File: config.mk
export PLATFORM = sky130hd
export DESIGN_NAME = scan_bridge
export DESIGN_NICKNAME = d
export VERILOG_FILES = /design/src/rtl/scan_pkg.sv /design/src/rtl/scan_tck_seq.sv /design/src/rtl/scan_sig.sv /design/src/rtl/scan_txrx.sv /design/src/rtl/scan_bridge.sv
export SDC_FILE = /design/constraint.sdc
export NUM_CORES = 1
export LEC_CHECK = 0
export BUFFER_PORTS_ARGS = -buffer_cell sky130_fd_sc_hd__buf_2
export CAP_MARGIN = 20
export CORE_ASPECT_RATIO = 0.75
export CORE_MARGIN = 4
export CORE_UTILIZATION = 50
export DETAILED_ROUTE_END_ITERATION = 10
export PLACE_DENSITY = 0.66
export SYNTH_ARGS = -nofsm -noshare
export SYNTH_HDL_FRONTEND = slang
export SYNTH_SLANG_ARGS = --single-unit
export TNS_END_PERCENT = 10
File: constraint.sdc
create_clock -name clk -period 9.8 [get_ports clk]
set_input_delay 0.49 -clock clk [delete_from_list [all_inputs] [get_ports clk]]
set_output_delay 0.49 -clock clk [all_outputs]
set_load 0.005 [all_outputs]
File: src/rtl/scan_pkg.sv
`timescale 1ns/1ps
package scan_pkg;
  localparam int BUS_W = 8;

  typedef enum logic [1:0] {SQ_IDLE, SQ_LOW, SQ_HIGH} tck_state_e;

  localparam logic [3:0] A_CTRL = 4'h0;
  localparam logic [3:0] A_STAT = 4'h1;
  localparam logic [3:0] A_DIV  = 4'h2;
  localparam logic [3:0] A_TXD  = 4'h3;
  localparam logic [3:0] A_TMS  = 4'h4;
  localparam logic [3:0] A_RXD  = 4'h5;
  localparam logic [3:0] A_CNT  = 4'h8;
  localparam logic [3:0] A_MISR = 4'hC;
  localparam logic [3:0] A_LFSR = 4'hE;

  localparam int CB_SEL = 0;
  localparam int CB_CMP = 1;
  localparam int CB_GEN = 2;
  localparam int CB_GO  = 3;
endpackage

File: src/rtl/scan_tck_seq.sv
`timescale 1ns/1ps
module scan_tck_seq import scan_pkg::*; #(
  parameter int DIV_W = 8
) (
  input  logic             clk,
  input  logic             rst_n,
  input  logic             run,
  input  logic             can_go,
  input  logic [DIV_W-1:0] half,
  output logic             tck,
  output logic             issue,
  output logic             rise
);
  tck_state_e       state_q, state_d;
  logic [DIV_W-1:0] hc_q, hc_d;
  logic [DIV_W-1:0] half_eff;
  logic             tck_q;

  assign half_eff = (half == '0) ? DIV_W'(1) : half;

  always_comb begin
    state_d = state_q;
    hc_d    = hc_q;
    issue   = 1'b0;
    rise    = 1'b0;
    case (state_q)
      SQ_IDLE: begin
        if (run && can_go) begin
          issue   = 1'b1;
          state_d = SQ_LOW;
          hc_d    = half_eff - DIV_W'(1);
        end
      end
      SQ_LOW: begin
        if (hc_q == '0) begin
          rise    = 1'b1;
          state_d = SQ_HIGH;
          hc_d    = half_eff - DIV_W'(1);
        end else begin
          hc_d = hc_q - DIV_W'(1);
        end
      end
      SQ_HIGH: begin
        if (hc_q == '0) state_d = SQ_IDLE;
        else            hc_d    = hc_q - DIV_W'(1);
      end
      default: state_d = SQ_IDLE;
    endcase
  end

  always_ff @(posedge clk or negedge rst_n) begin
    if (!rst_n) begin
      state_q <= SQ_IDLE;
      hc_q    <= '0;
      tck_q   <= 1'b0;
    end else begin
      state_q <= state_d;
      hc_q    <= hc_d;
      tck_q   <= (state_d == SQ_HIGH);
    end
  end

  assign tck = tck_q;

  assert_rise_raises_tck_R8: assert property (@(posedge clk) disable iff (!rst_n)
    rise |=> tck);
  assert_issue_while_low_R8: assert property (@(posedge clk) disable iff (!rst_n)
    issue |-> !tck);
endmodule

File: src/rtl/scan_sig.sv
`timescale 1ns/1ps
module scan_sig #(
  parameter int              SIG_W     = 16,
  parameter logic [SIG_W-1:0] MISR_POLY = 16'h1021,
  parameter logic [SIG_W-1:0] LFSR_TAPS = 16'h002D
) (
  input  logic             clk,
  input  logic             rst_n,
  input  logic             misr_en,
  input  logic             misr_bit,
  input  logic             lfsr_en,
  output logic [SIG_W-1:0] misr,
  output logic [SIG_W-1:0] lfsr,
  output logic             gen_bit
);
  logic [SIG_W-1:0] misr_q, misr_d, lfsr_q, lfsr_d;
  logic             mfb, lfb;

  always_comb begin
    mfb    = misr_q[SIG_W-1] ^ misr_bit;
    lfb    = ^(lfsr_q & LFSR_TAPS);
    misr_d = misr_q;
    lfsr_d = lfsr_q;
    if (misr_en) misr_d = {misr_q[SIG_W-2:0], 1'b0} ^ ({SIG_W{mfb}} & MISR_POLY);
    if (lfsr_en) lfsr_d = {lfb, lfsr_q[SIG_W-1:1]};
  end

  always_ff @(posedge clk or negedge rst_n) begin
    if (!rst_n) begin
      misr_q <= '1;
      lfsr_q <= '1;
    end else begin
      misr_q <= misr_d;
      lfsr_q <= lfsr_d;
    end
  end

  assign misr    = misr_q;
  assign lfsr    = lfsr_q;
  assign gen_bit = lfsr_q[0];

  assert_gen_never_zero_R10: assert property (@(posedge clk) disable iff (!rst_n)
    lfsr_q != '0);
  assert_sig_holds_R9: assert property (@(posedge clk) disable iff (!rst_n)
    !misr_en |=> $stable(misr_q));
endmodule

File: src/rtl/scan_txrx.sv
`timescale 1ns/1ps
module scan_txrx #(
  parameter int W = 8
) (
  input  logic         clk,
  input  logic         rst_n,
  input  logic         issue,
  input  logic         rise,
  input  logic         tdi,
  input  logic         chain_sel,
  input  logic         compact,
  input  logic         gen_mode,
  input  logic         gen_bit,
  input  logic         op_start,
  input  logic         stg_wr,
  input  logic         pair_wr,
  input  logic         rx_pop,
  input  logic [W-1:0] wdata,
  output logic         tdo,
  output logic         tms_a,
  output logic         tms_b,
  output logic         tx_full,
  output logic         rx_full,
  output logic [W-1:0] rx_data,
  output logic         can_go
);
  localparam int             CW   = $clog2(W + 1);
  localparam logic [CW-1:0]  FULL = CW'(W);

  logic [W-1:0]  stg_q, stg_d, bufd_q, bufd_d, buft_q, buft_d;
  logic [W-1:0]  txsh_q, txsh_d, tmssh_q, tmssh_d;
  logic [W-1:0]  rxsh_q, rxsh_d, rxbuf_q, rxbuf_d;
  logic [CW-1:0] txcnt_q, txcnt_d, rxcnt_q, rxcnt_d;
  logic          full_q, full_d, rxfull_q, rxfull_d;
  logic          tdo_q, tdo_d, ta_q, ta_d, tb_q, tb_d;
  logic          load;
  logic [W-1:0]  word_d, word_t;

  assign load   = issue && (txcnt_q == '0);
  assign word_d = load ? bufd_q : txsh_q;
  assign word_t = load ? buft_q : tmssh_q;
  assign can_go = ((txcnt_q != '0) || full_q) && (compact || (rxcnt_q != FULL));

  always_comb begin
    stg_d   = stg_q;   bufd_d  = bufd_q;  buft_d  = buft_q;  full_d  = full_q;
    txsh_d  = txsh_q;  tmssh_d = tmssh_q; txcnt_d = txcnt_q;
    tdo_d   = tdo_q;   ta_d    = ta_q;    tb_d    = tb_q;
    rxsh_d  = rxsh_q;  rxcnt_d = rxcnt_q; rxbuf_d = rxbuf_q; rxfull_d = rxfull_q;

    if (stg_wr) stg_d = wdata;
    if (load) full_d = 1'b0;
    if (pair_wr) begin
      bufd_d = stg_q;
      buft_d = wdata;
      full_d = 1'b1;
    end

    if (issue) begin
      tdo_d = gen_mode ? gen_bit : word_d[0];
      if (chain_sel) tb_d = word_t[0];
      else           ta_d = word_t[0];
      txsh_d  = word_d >> 1;
      tmssh_d = word_t >> 1;
      txcnt_d = (load ? FULL : txcnt_q) - CW'(1);
    end

    if (rise && !compact) begin
      rxsh_d  = {tdi, rxsh_q[W-1:1]};
      rxcnt_d = rxcnt_q + CW'(1);
    end else if ((rxcnt_q == FULL) && !rxfull_q) begin
      rxbuf_d  = rxsh_q;
      rxfull_d = 1'b1;
      rxcnt_d  = '0;
    end
    if (rx_pop && rxfull_q) rxfull_d = 1'b0;

    if (op_start) begin
      txcnt_d = '0;
      rxcnt_d = '0;
    end
  end

  always_ff @(posedge clk or negedge rst_n) begin
    if (!rst_n) begin
      stg_q <= '0; bufd_q <= '0; buft_q <= '0; full_q <= 1'b0;
      txsh_q <= '0; tmssh_q <= '0; txcnt_q <= '0;
      tdo_q <= 1'b0; ta_q <= 1'b1; tb_q <= 1'b1;
      rxsh_q <= '0; rxcnt_q <= '0; rxbuf_q <= '0; rxfull_q <= 1'b0;
    end else begin
      stg_q <= stg_d; bufd_q <= bufd_d; buft_q <= buft_d; full_q <= full_d;
      txsh_q <= txsh_d; tmssh_q <= tmssh_d; txcnt_q <= txcnt_d;
      tdo_q <= tdo_d; ta_q <= ta_d; tb_q <= tb_d;
      rxsh_q <= rxsh_d; rxcnt_q <= rxcnt_d; rxbuf_q <= rxbuf_d; rxfull_q <= rxfull_d;
    end
  end

  assign tdo     = tdo_q;
  assign tms_a   = ta_q;
  assign tms_b   = tb_q;
  assign tx_full = full_q;
  assign rx_full = rxfull_q;
  assign rx_data = rxbuf_q;

  assert_no_underflow_R5: assert property (@(posedge clk) disable iff (!rst_n)
    issue |-> ((txcnt_q != '0) || full_q));
  assert_no_overflow_R6: assert property (@(posedge clk) disable iff (!rst_n)
    (rise && !compact) |-> (rxcnt_q != FULL));
  assert_tms_b_holds_R3: assert property (@(posedge clk) disable iff (!rst_n)
    !(issue && chain_sel) |=> $stable(tb_q));
  assert_tms_a_holds_R3: assert property (@(posedge clk) disable iff (!rst_n)
    !(issue && !chain_sel) |=> $stable(ta_q));
endmodule

File: src/rtl/scan_bridge.sv
`timescale 1ns/1ps
module scan_bridge import scan_pkg::*; #(
  parameter int CNT_W = 32,
  parameter int DIV_W = 8,
  parameter int SIG_W = 16
) (
  input  logic       clk,
  input  logic       rst_n,
  input  logic       bus_wr,
  input  logic       bus_rd,
  input  logic [3:0] bus_addr,
  input  logic [7:0] bus_wdata,
  output logic [7:0] bus_rdata,
  output logic       tck,
  output logic       tdo,
  input  logic       tdi,
  output logic       tms_a,
  output logic       tms_b
);
  localparam int CNT_B = CNT_W / BUS_W;

  logic [1:0]       rs_q;
  logic             rst_i_n;
  logic [2:0]       ctrl_q, ctrl_d;
  logic [DIV_W-1:0] div_q, div_d;
  logic [CNT_W-1:0] cnt_q, cnt_d;
  logic             active_q, active_d, done_q, done_d;
  logic [CNT_B-1:0] cnt_we;
  logic             go_req, go_ok;
  logic             issue, rise, can_go;
  logic             tx_full, rx_full, gen_bit;
  logic [BUS_W-1:0] rx_data;
  logic [SIG_W-1:0] misr, lfsr;

  always_ff @(posedge clk or negedge rst_n) begin
    if (!rst_n) rs_q <= 2'b00;
    else        rs_q <= {rs_q[0], 1'b1};
  end
  assign rst_i_n = rs_q[1];

  assign go_req = bus_wr && (bus_addr == A_CTRL) && bus_wdata[CB_GO];
  assign go_ok  = go_req && !active_q;

  for (genvar b = 0; b < CNT_B; b++) begin : g_cnt_we
    assign cnt_we[b] = bus_wr && !active_q && (bus_addr == (A_CNT + 4'(b)));
  end

  always_comb begin
    ctrl_d   = ctrl_q;
    div_d    = div_q;
    cnt_d    = cnt_q;
    active_d = active_q;
    done_d   = done_q;
    if (bus_wr && bus_addr == A_CTRL) ctrl_d = bus_wdata[2:0];
    if (bus_wr && bus_addr == A_DIV)  div_d  = bus_wdata[DIV_W-1:0];
    for (int b = 0; b < CNT_B; b++)
      if (cnt_we[b]) cnt_d[b*BUS_W +: BUS_W] = bus_wdata;
    if (go_ok) begin
      if (cnt_q == '0) done_d = 1'b1;
      else begin
        active_d = 1'b1;
        done_d   = 1'b0;
      end
    end
    if (rise) begin
      cnt_d = cnt_q - CNT_W'(1);
      if (cnt_q == CNT_W'(1)) begin
        active_d = 1'b0;
        done_d   = 1'b1;
      end
    end
  end

  always_ff @(posedge clk or negedge rst_i_n) begin
    if (!rst_i_n) begin
      ctrl_q   <= '0;
      div_q    <= DIV_W'(1);
      cnt_q    <= '0;
      active_q <= 1'b0;
      done_q   <= 1'b0;
    end else begin
      ctrl_q   <= ctrl_d;
      div_q    <= div_d;
      cnt_q    <= cnt_d;
      active_q <= active_d;
      done_q   <= done_d;
    end
  end

  always_comb begin
    bus_rdata = '0;
    case (bus_addr)
      A_CTRL: bus_rdata = {5'b0, ctrl_q};
      A_STAT: bus_rdata = {4'b0, done_q, (cnt_q == '0), rx_full, !tx_full};
      A_DIV:  bus_rdata = BUS_W'(div_q);
      A_RXD:  bus_rdata = rx_data;
      A_MISR:        bus_rdata = misr[7:0];
      A_MISR + 4'd1: bus_rdata = misr[15:8];
      A_LFSR:        bus_rdata = lfsr[7:0];
      A_LFSR + 4'd1: bus_rdata = lfsr[15:8];
      default: begin
        for (int b = 0; b < CNT_B; b++)
          if (bus_addr == (A_CNT + 4'(b))) bus_rdata = cnt_q[b*BUS_W +: BUS_W];
      end
    endcase
  end

  scan_tck_seq #(.DIV_W(DIV_W)) u_seq (
    .clk(clk), .rst_n(rst_i_n), .run(active_q), .can_go(can_go),
    .half(div_q), .tck(tck), .issue(issue), .rise(rise)
  );

  scan_txrx #(.W(BUS_W)) u_txrx (
    .clk(clk), .rst_n(rst_i_n), .issue(issue), .rise(rise), .tdi(tdi),
    .chain_sel(ctrl_q[CB_SEL]), .compact(ctrl_q[CB_CMP]), .gen_mode(ctrl_q[CB_GEN]),
    .gen_bit(gen_bit), .op_start(go_ok),
    .stg_wr(bus_wr && bus_addr == A_TXD), .pair_wr(bus_wr && bus_addr == A_TMS),
    .rx_pop(bus_rd && bus_addr == A_RXD), .wdata(bus_wdata),
    .tdo(tdo), .tms_a(tms_a), .tms_b(tms_b), .tx_full(tx_full),
    .rx_full(rx_full), .rx_data(rx_data), .can_go(can_go)
  );

  scan_sig #(.SIG_W(SIG_W)) u_sig (
    .clk(clk), .rst_n(rst_i_n),
    .misr_en(rise && ctrl_q[CB_CMP]), .misr_bit(tdi),
    .lfsr_en(issue && ctrl_q[CB_GEN]),
    .misr(misr), .lfsr(lfsr), .gen_bit(gen_bit)
  );

  assert_count_step_R7: assert property (@(posedge clk) disable iff (!rst_i_n)
    rise |=> (cnt_q == $past(cnt_q) - CNT_W'(1)));
  assert_no_edge_when_idle_R7: assert property (@(posedge clk) disable iff (!rst_i_n)
    !active_q |-> !issue);
  assert_zero_start_done_R11: assert property (@(posedge clk) disable iff (!rst_i_n)
    (go_ok && cnt_q == '0) |=> (done_q && !active_q));
endmodule

# Word level (Yosys, flattened, before mapping)
# Index checks and enable logic that the tools add are counted.
# word_totals
out_inout_bits,12
word_cells,152
register_bits,157
# classes
eq_ne,22
n_reduce_logical,48
n_mux,45
n_bitwise,4
addsub,5
# ops
op,n
$mux 8,14
$pmux 8 s8,1
$eq 4x4->1 const B,9
$eq 32x1->1 const B,1
$logic_not 32->1,1
$mux 32,1
$sub 32x1->32 const B,1
$mux 4,6
$pmux 8 s3,1
$logic_and 1x1->1,20
$mux 1,18
$logic_not 8->1,2
$reduce_xor 16->1,1
$sub 8x1->8 const B,2
$xor 16x13->16,1
$reduce_bool 2->1,7
$eq 4x2->1 const B,2
$eq 4x3->1 const B,2
$logic_not 4->1,2
$reduce_and 2->1,4
$mux 2,3
$pmux 2 s3,1
$reduce_bool 3->1,2
$add 4x1->4 const B,1
other kinds (14),21

# Longest topological paths before layout
# Gate-level depths: netlist of the first run.
# logic_depth
word_depth,11
mapped_depth,10
mapped_depth_nobuf,8

# Hierarchy
# Synthesis of the first run repeated with hierarchy kept, for this count alone.
# unflattened
hier_cells,832
area_unflattened_um2,8618.3
# by_module_without_submodules
module,cells_each,n_inst,area_each_um2
scan_bridge,407,1,3508.4
scan_txrx,234,1,2872.8
scan_sig,77,1,1296.2
scan_tck_seq,114,1,940.9

# Worst setup path before layout of the first run
# No wires, ideal clock.
# synth_path
kind,flip-flop to output port
from,register cnt_q[14]
to,output port bus_rdata[2]
path_stages_with_launch,6
arrival_time_ns,2.126
required_time_ns,9.310
setup_slack_ns,7.184
cell_sequence,dfrtp_1 > or4_4 > or4_4 > buf_6 > nor4_2 > a41o_1
# synth_between
elab_chain_cells,2
# synth_rtl
element,line_no,text
start: declaration,scan_bridge.sv:26,"logic [CNT_W-1:0] cnt_q, cnt_d;"
start signal: assignment,scan_bridge.sv:84,cnt_q <= cnt_d;
$logic_not 32->1,scan_bridge.sv:94,"A_STAT: bus_rdata = {4'b0, done_q, (cnt_q == '0), rx_full, !tx_full};"
$pmux 8 s8,scan_bridge.sv:92,case (bus_addr)
end: declaration,scan_bridge.sv:13,"output logic [7:0] bus_rdata,"
# Every way passes these cells.

# Worst setup path in the final report of the first run
# Ends and elaborated chain as after synthesis.

==> flow_summary.json, run 1 <==
{
  "hold_class": "flip-flop to asynchronous set/reset pin",
  "cts_sinks": 157,
  "dieWidth_um": 158,
  "gpl.final_weighted_congestion": 0.925,
  "layout_common_cells": "dfrtp_1 (121), mux2_2 (85), nor2_1 (79)",
  "portBuffers": 28,
  "tns_ps": 0,
  "max_freq_ghz": 0.293,
  "ant_nets": 0,
  "r2r_setup_slack_ps": 6660,
  "htreeDepth": 4,
  "p_per_area_nw_per_um2": 272,
  "cp-start-kind": "flip-flop",
  "synth_nets": 825,
  "grt_setup_unrepaired": "no",
  "start_util_pct": 51.9,
  "fill_cells": 1328,
  "synth_edf_count": 0,
  "reg2reg_to": "cnt_q[12]",
  "critPathMaxStageDelay_ps": 570,
  "rr_startpoint": "u_seq.hc_q[0]",
  "ys_warn_count": 0,
  "routedWlPerCell_um": 20.9,
  "clockBufferDepth": 2,
  "ff_latch_area_um2": 3980,
  "period_minus_slack_ps": 3410,
  "core-area_um2": 16300,
  "reg2reg_depth": 7,
  "intPower_mw": 1.60,
  "grt_pass1_vias": 6577,
  "maxSlewViolCount": 0,
  "drt-vias-per-instance": 6.35,
  "clkPwrFrac_pct": 27.2,
  "place_ws_ps": 6830,
  "cts_tree": "yes",
  "yosysSeqAreaShare_pct": 47.0,
  "ys.flop_type": "dfrtp_1",
  "end_kind": "output port",
  "finalCritPeriodShare_pct": 34.8,
  "tightestPinTransition_ps": 885,
  "numCtsBuffers": 17,
  "hpwlAfterDp_um": 14900,
  "gr-total-overflow": 0,
  "ys_ff_latch": 157,
  "crit_chain": "or4_4 > or4_4 > nor4_2 > a41o_1 > buf_2",
  "cp_data_required_time_ps": 9310,
  "clock_latency_ps": 430,
  "seqPwrFrac_pct": 42.2,
  "fin_nets": 844,
  "syn_inst": 796,
  "power.leakage_nw": 3.91,
  "worstSetupPathType": "flip-flop to output port",
  "finalWorstSetupSlack_ps": 6390,
  "clock_skew_ps": 7.24,
  "status": "complete, no violations",
  "synth_cell_types": 78,
  "path_common_cell": "or4_4",
  "power_mw": 2.55,
  "arrival_ps": 2920,
  "fin_area_um2": 9370,
  "row_count": 40,
  "synth_area_um2": 8450,
  "clockRootBuffer": "clkbuf_16",
  "ir_drop_uv": 144,
  "crit_path_end": "bus_rdata[2]",
  "grt_pass1_wl_um": 35500,
  "place_area_um2": 8730,
  "hold_viol_final": 0,
  "grt_max_degree": 69,
  "drc": 0,
  "maxCapViolCount": 0,
  "startpoint": "cnt_q[14]",
  "synthArstFlopShare_pct": 100,
  "postSynthAreaPerCell_um2": 10.6,
  "die_h_um": 121,
  "final_common_cell": "dfrtp_1",
  "maxSlewHeadroom_pct": 40.8,
  "p_switching_mw": 0.943,
  "cts_resized": 0,
  "drt_iter0_markers": 550,
  "die_area_um2": 19100,
  "worstPathMaxFanout": 8,
  "drive_gt1_share_pct": 27.3,
  "timing.hold.ws_ps": 302,
  "clk_pin_slew_ps": 60,
  "ioPinCount": 29,
  "slowest_stage": "or4_4",
  "num_vias": 6595,
  "comb_power_share_pct": 30.6,
  "multi_input_area_um2": 4210,
  "antenna_found_initial": 1,
  "setup_viol": 0,
  "sw_frac_of_total_pct": 37.0,
  "area_delta_synth_final_pct": 10.9,
  "dr.pass1.iters": 7,
  "grt.total_usage_pct": 23.8,
  "wl_um": 21700
}
[repair_timing]
| item | CTS | global route |
|---|---|---|
| endpoints found under the setup margin | 0 | 0 |
| hold endpoints to repair | 2 | 0 |
| hold buffers | 1 | 0 |
| setup buffers | 0 | 0 |
[logic make-up (layout without fill, tap and decap cells)]
logic type / after synthesis / in the layout / share of synthesized area [%]
AOI/OAI and AO/OA: 181 / 181 / 14.4
xor gates and xnor gates: 12 / 12 / 1.24
DFF: 157 / 157 / 47.0
muxes: 122 / 122 / 17.1
and+or+nand+nor: 249 / 249 / 15.1
other: 1 / 2 / 0.0444
buffers and inverters: 62 / 94 / 3.33
adders and majority gates: 12 / 12 / 1.78
[critical path: cells and delay by family, from the launching register on]
kind / cells / cell delay, ps
and+or+nand+nor: 3 / 1610
buffers and inverters: 1 / 130
DFF: 1 / 460
AOI/OAI and AO/OA: 1 / 290
[per-layer routing]
| layer | vias to the layer above | GRT usage [%] | routed length [um] | share of wire [%] |
|---|---|---|---|---|
| met1 | 3300 | 35.7 | 10200 | 47 |
| li1 | 2984 | - | - | - |
| met4 | 0 | 7.73 | 466 | 2.1 |
| met2 | 268 | 34.4 | 9610 | 44 |
| met3 | 43 | 5.01 | 1490 | 6.9 |
| met5 | - | 0 | 0 | 0 |
[synthesized netlist by cell type (3+ instances only)]
library cell | n | area, um2
buf_2 | 3 | 15.0
o211ai_1 | 4 | 30.0
nand2b_1 | 5 | 31.3
mux2i_1 | 28 | 280
nand3b_1 | 3 | 22.5
a21oi_1 | 42 | 210
o22a_1 | 6 | 52.6
clkbuf_1 | 23 | 86.3
ha_1 | 12 | 150
a31oi_1 | 6 | 37.5
nor3_1 | 20 | 100
mux4_2 | 8 | 180
and3_1 | 4 | 25.0
or3_1 | 6 | 37.5
a311oi_1 | 7 | 61.3
nor2_1 | 79 | 297
or4_4 | 4 | 45.0
dfstp_2 | 35 | 920
a32oi_1 | 3 | 26.3
nand2_1 | 56 | 210
o21ai_0 | 44 | 220
nor4_1 | 13 | 81.3
inv_1 | 21 | 78.8
o31ai_1 | 6 | 45.0
nand3_1 | 21 | 105
xor2_1 | 5 | 43.8
mux2_2 | 85 | 957
a21o_1 | 4 | 30.0
o22ai_1 | 4 | 25.0
a22oi_1 | 9 | 67.6
o32ai_1 | 3 | 26.3
buf_1 | 9 | 33.8
nand4_1 | 4 | 25.0
or2_2 | 5 | 31.3
buf_6 | 5 | 56.3
xnor2_1 | 7 | 61.3
nor2b_1 | 5 | 31.3
a32o_1 | 4 | 40.0
a211oi_1 | 6 | 45.0
o21a_1 | 6 | 45.0
dfrtp_1 | 122 | 3050
a221o_1 | 7 | 70.1
[sequential cells by signal (all words and copies together) (netlist names), 7 cells and up]
register and cells:
u_sig.lfsr 16, u_seq.hc_q 8, u_txrx.bufd_q 8, u_txrx.rx_data 8
u_txrx.tmssh_q 7, div_q 8, cnt_q 32, u_txrx.buft_q 8
u_txrx.txsh_q 7, u_sig.misr 16, u_txrx.stg_q 8, u_txrx.rxsh_q 8
[worst min-delay path by stage]
stage,from,end,slack [ps],depth (start not counted)
after floorplan,rst_n,rs_q[0],190,0
after detailed placement,rst_n,rs_q[0],280,1
final,rs_q[1],cnt_q[14],300,0
after global routing,tdi,u_txrx.rxsh_q[7],350,2
after CTS,rs_q[1],cnt_q[18],330,0
after global placement,rst_n,rs_q[0],270,1
[power by group through the flow]
| stage | Sequential, mW | Combinational [mW] | Clock (mW) |
|---|---|---|---|
| floorplan | 0.999 | 0.604 | 0 |
| CTS | 1.07 | 0.770 | 0.702 |
| finish | 1.07 | 0.780 | 0.691 |
| detailed placement | 1.07 | 0.766 | 0 |
| global placement | 1.06 | 0.735 | 0 |
| global route | 1.10 | 0.867 | 0.732 |
[stage by stage]
| step | std cells | util [%] |
|---|---|---|
| floorplan | 796 | - |
| global placement | 1002 | 53.7 |
| detailed placement | 1002 | 53.7 |
| CTS | 1035 | 57.5 |
| global route | 1039 | 57.6 |
| finish | 1039 | 57.6 |
[cell type report]
type,instances,area share [%]
inverter,21,0.841
sequential,157,42.4
clock inverter,15,1.96
multi-input combinational,577,44.9
timing repair buffer,41,2.48
tap,210,2.80
clock buffer,17,4.54
antenna,1,0.0267
Note: power is estimated with default switching activity, not from simulation.
==> run 2: changes to the inputs <==
--- a/config.mk
+++ b/config.mk
@@ -5,13 +5,14 @@
 export SDC_FILE = /design/constraint.sdc
 export NUM_CORES = 1
 export LEC_CHECK = 0
+export ABC_AREA = 1
 export BUFFER_PORTS_ARGS = -buffer_cell sky130_fd_sc_hd__buf_2
 export CAP_MARGIN = 20
 export CORE_ASPECT_RATIO = 0.75
 export CORE_MARGIN = 4
 export CORE_UTILIZATION = 50
 export DETAILED_ROUTE_END_ITERATION = 10
-export PLACE_DENSITY = 0.66
+export PLACE_DENSITY = 0.69
 export SYNTH_ARGS = -nofsm -noshare
 export SYNTH_HDL_FRONTEND = slang
 export SYNTH_SLANG_ARGS = --single-unit
==> constraint.sdc (replaced) <==
create_clock -name clk -period 3 [get_ports clk]
set_input_delay 0.15 -clock clk [delete_from_list [all_inputs] [get_ports clk]]
set_output_delay 0.15 -clock clk [all_outputs]
set_load 0.005 [all_outputs]
==> flow_summary.json, run 2 <==
{
  "synth_area_um2": 8730,
  "setup_viol": 0,
  "grt_pass1_vias": 7218,
  "hpwlAfterDp_um": 17200,
  "die_h_um": 122,
  "max_freq_ghz": 0.432,
  "start_util_pct": 51.4,
  "drt_iter0_markers": 730,
  "ys_ff_latch": 157,
  "yosys-top-cells-count": "nand2_1 (297), inv_1 (151), dfrtp_1 (122)",
  "maxCapViolCount": 0,
  "numCtsBuffers": 17,
  "n_antenna_cell": 0,
  "synth_nets": 1163,
  "grt_max_degree": 54,
  "hold_viol_final": 0,
  "tns_ps": 0,
  "core-area_um2": 17000,
  "top_register": "cnt_q",
  "dieWidth_um": 161,
  "die_area_um2": 19700,
  "status": "complete, no violations",
  "drive_gt1_share_pct": 13.4,
  "clock_skew_ps": 11.2,
  "synth_top_area_cell": "dfrtp_1",
  "post-synth-top-count-cell": "nand2_1",
  "row_count": 41,
  "highest_layer": "met5",
  "maxSlewHeadroom_pct": 49.8,
  "arrival_ps": 2160,
  "fill_cells": 1587,
  "r2r_setup_slack_ps": 810,
  "instances_no_fill": 1415,
  "maxSlewViolCount": 0,
  "drt-vias-per-instance": 5.44,
  "htreeDepth": 4,
  "synth_cell_types": 46,
  "clockRootBuffer": "clkbuf_16",
  "grt.total_usage_pct": 24.5,
  "dr.pass1.iters": 6,
  "dp_cells": 1379,
  "end_kind": "output port",
  "grt_pass1_wl_um": 38100,
  "synth_area_leaders": "dfrtp_1 (35%), nand2_1 (13%), dfstp_2 (11%)",
  "finalCritPeriodShare_pct": 77.1,
  "tightestPinTransition_ps": 748,
  "syn_inst": 1134,
  "ant_nets": 0,
  "cts_resized": 0,
  "ys.flop_type": "dfrtp_1",
  "worstPathMaxFanout": 6,
  "postSynthAreaPerCell_um2": 7.70,
  "power.leakage_nw": 4.52,
  "fin_area_um2": 9680,
  "period_minus_slack_ps": 2310,
  "cp_data_required_time_ps": 2850,
  "gr-total-overflow": 0,
  "ir_drop_uv": 476,
  "ioPinCount": 29,
  "synth_edf_count": 0,
  "clock_latency_ps": 440,
  "worstSetupPathType": "flip-flop to output port",
  "post_cts_buffers": 0,
  "synth_top_area_share_pct": 35.0,
  "ff_latch_area_um2": 3980,
  "wl_met3_um": 1900,
  "routedWlPerCell_um": 16.3,
  "synthArstFlopShare_pct": 100,
  "num_vias": 7703,
  "area_delta_synth_final_pct": 10.9,
  "timing.hold.ws_ps": 20.4,
  "hold_class": "input pin to asynchronous set/reset pin",
  "met2_length_um": 9470,
  "cp-start-kind": "flip-flop",
  "yosysSeqAreaShare_pct": 45.5,
  "drc": 0,
  "final_common_cell": "nand2_1",
  "cts_tree": "yes",
  "clk_pin_slew_ps": 70,
  "cts_sinks": 157,
  "multi_input_area_um2": 3970,
  "p_per_area_nw_per_um2": 909,
  "antenna_found_initial": 0,
  "ys_warn_count": 0,
  "fin_nets": 1195,
  "wl_um": 23100,
  "place_area_um2": 9070,
  "layout_common_cells": "nand2_1 (297), inv_1 (151), dfrtp_1 (121)",
  "grt_setup_unrepaired": "no",
  "largest_register_ffs": 32,
  "clockBufferDepth": 2,
  "drt-met1-wl_um": 11300,
  "gpl.final_weighted_congestion": 0.975,
  "portBuffers": 28
}
[run 2: final timing paths]
| kind | startpoint | end | cells past startpoint |
|---|---|---|---|
| max in group asynchronous | rs_q[1] | div_q[0] | 1 |
| max reg2reg | u_seq.hc_q[0] | active_q | 8 |
| min | rst_n | rs_q[1] | 2 |
| min in group clk | bus_wdata[0] | ctrl_q[0] | 3 |
| max | cnt_q[15] | bus_rdata[2] | 6 |
| min reg2reg | rs_q[0] | rs_q[1] | 0 |
[run 2: area by class of cell]
cell class / count / share of cell area (%)
Timing Repair Buffer: 37 / 2.51
Clock buffer: 21 / 4.97
Inverter: 165 / 6.42
Sequential cell: 157 / 41.1
Multi-Input combinational cell: 788 / 41.0
Clock inverter: 11 / 0.969
Tap cell: 236 / 3.05
[run 2: where the power goes]
part           total [mW]  switching (mW)  internal (mW)
Clock                2.16           0.981           1.18
Combinational        3.13            2.06           1.06
Sequential           3.52           0.579           2.94
[run 2: layer usage]
metal / global-route usage (%) / vias to the layer above
met5: 1.26 / -
met4: 7.63 / 2
met3: 5.71 / 37
met2: 34.5 / 297
met1: 37.2 / 3636
li1: - / 3731
[run 2: repair_timing]
item / CTS / global route
setup endpoints to repair: 0 / 0
hold buffers: 4 / 0
hold endpoints to repair: 5 / 0
[run 2: cell families (layout without fill, tap and decap cells)]
group	after synthesis	count (layout)	share of synthesized area [%]
adders and majority gates	12	12	1.72
buffers and inverters	189	234	9.00
muxes	7	7	0.903
and+or+nand+nor	535	535	26.8
AOI/OAI and AO/OA	208	208	13.5
DFF	157	157	45.5
xor gates and xnor gates	25	25	2.51
other	1	1	0.0430
[run 2: metrics by stage]
stage	worst slack, ps	utilization [%]	power [mW]
4_1_cts	711	57.0	8.78
2_1_floorplan	433	-	5.75
3_3_place_gp	912	53.4	6.53
5_1_grt	522	57.0	9.46
3_5_place_dp	842	53.4	6.60
6_report	686	57.0	8.81
[run 2: critical path, cell delays in order (launching register included)]
cell and delay, ps:
dfrtp_1 440, nor2_1 250, nand2_1 140, nor4_1 470, nand4_1 180, nand3_1 140
buf_2 120
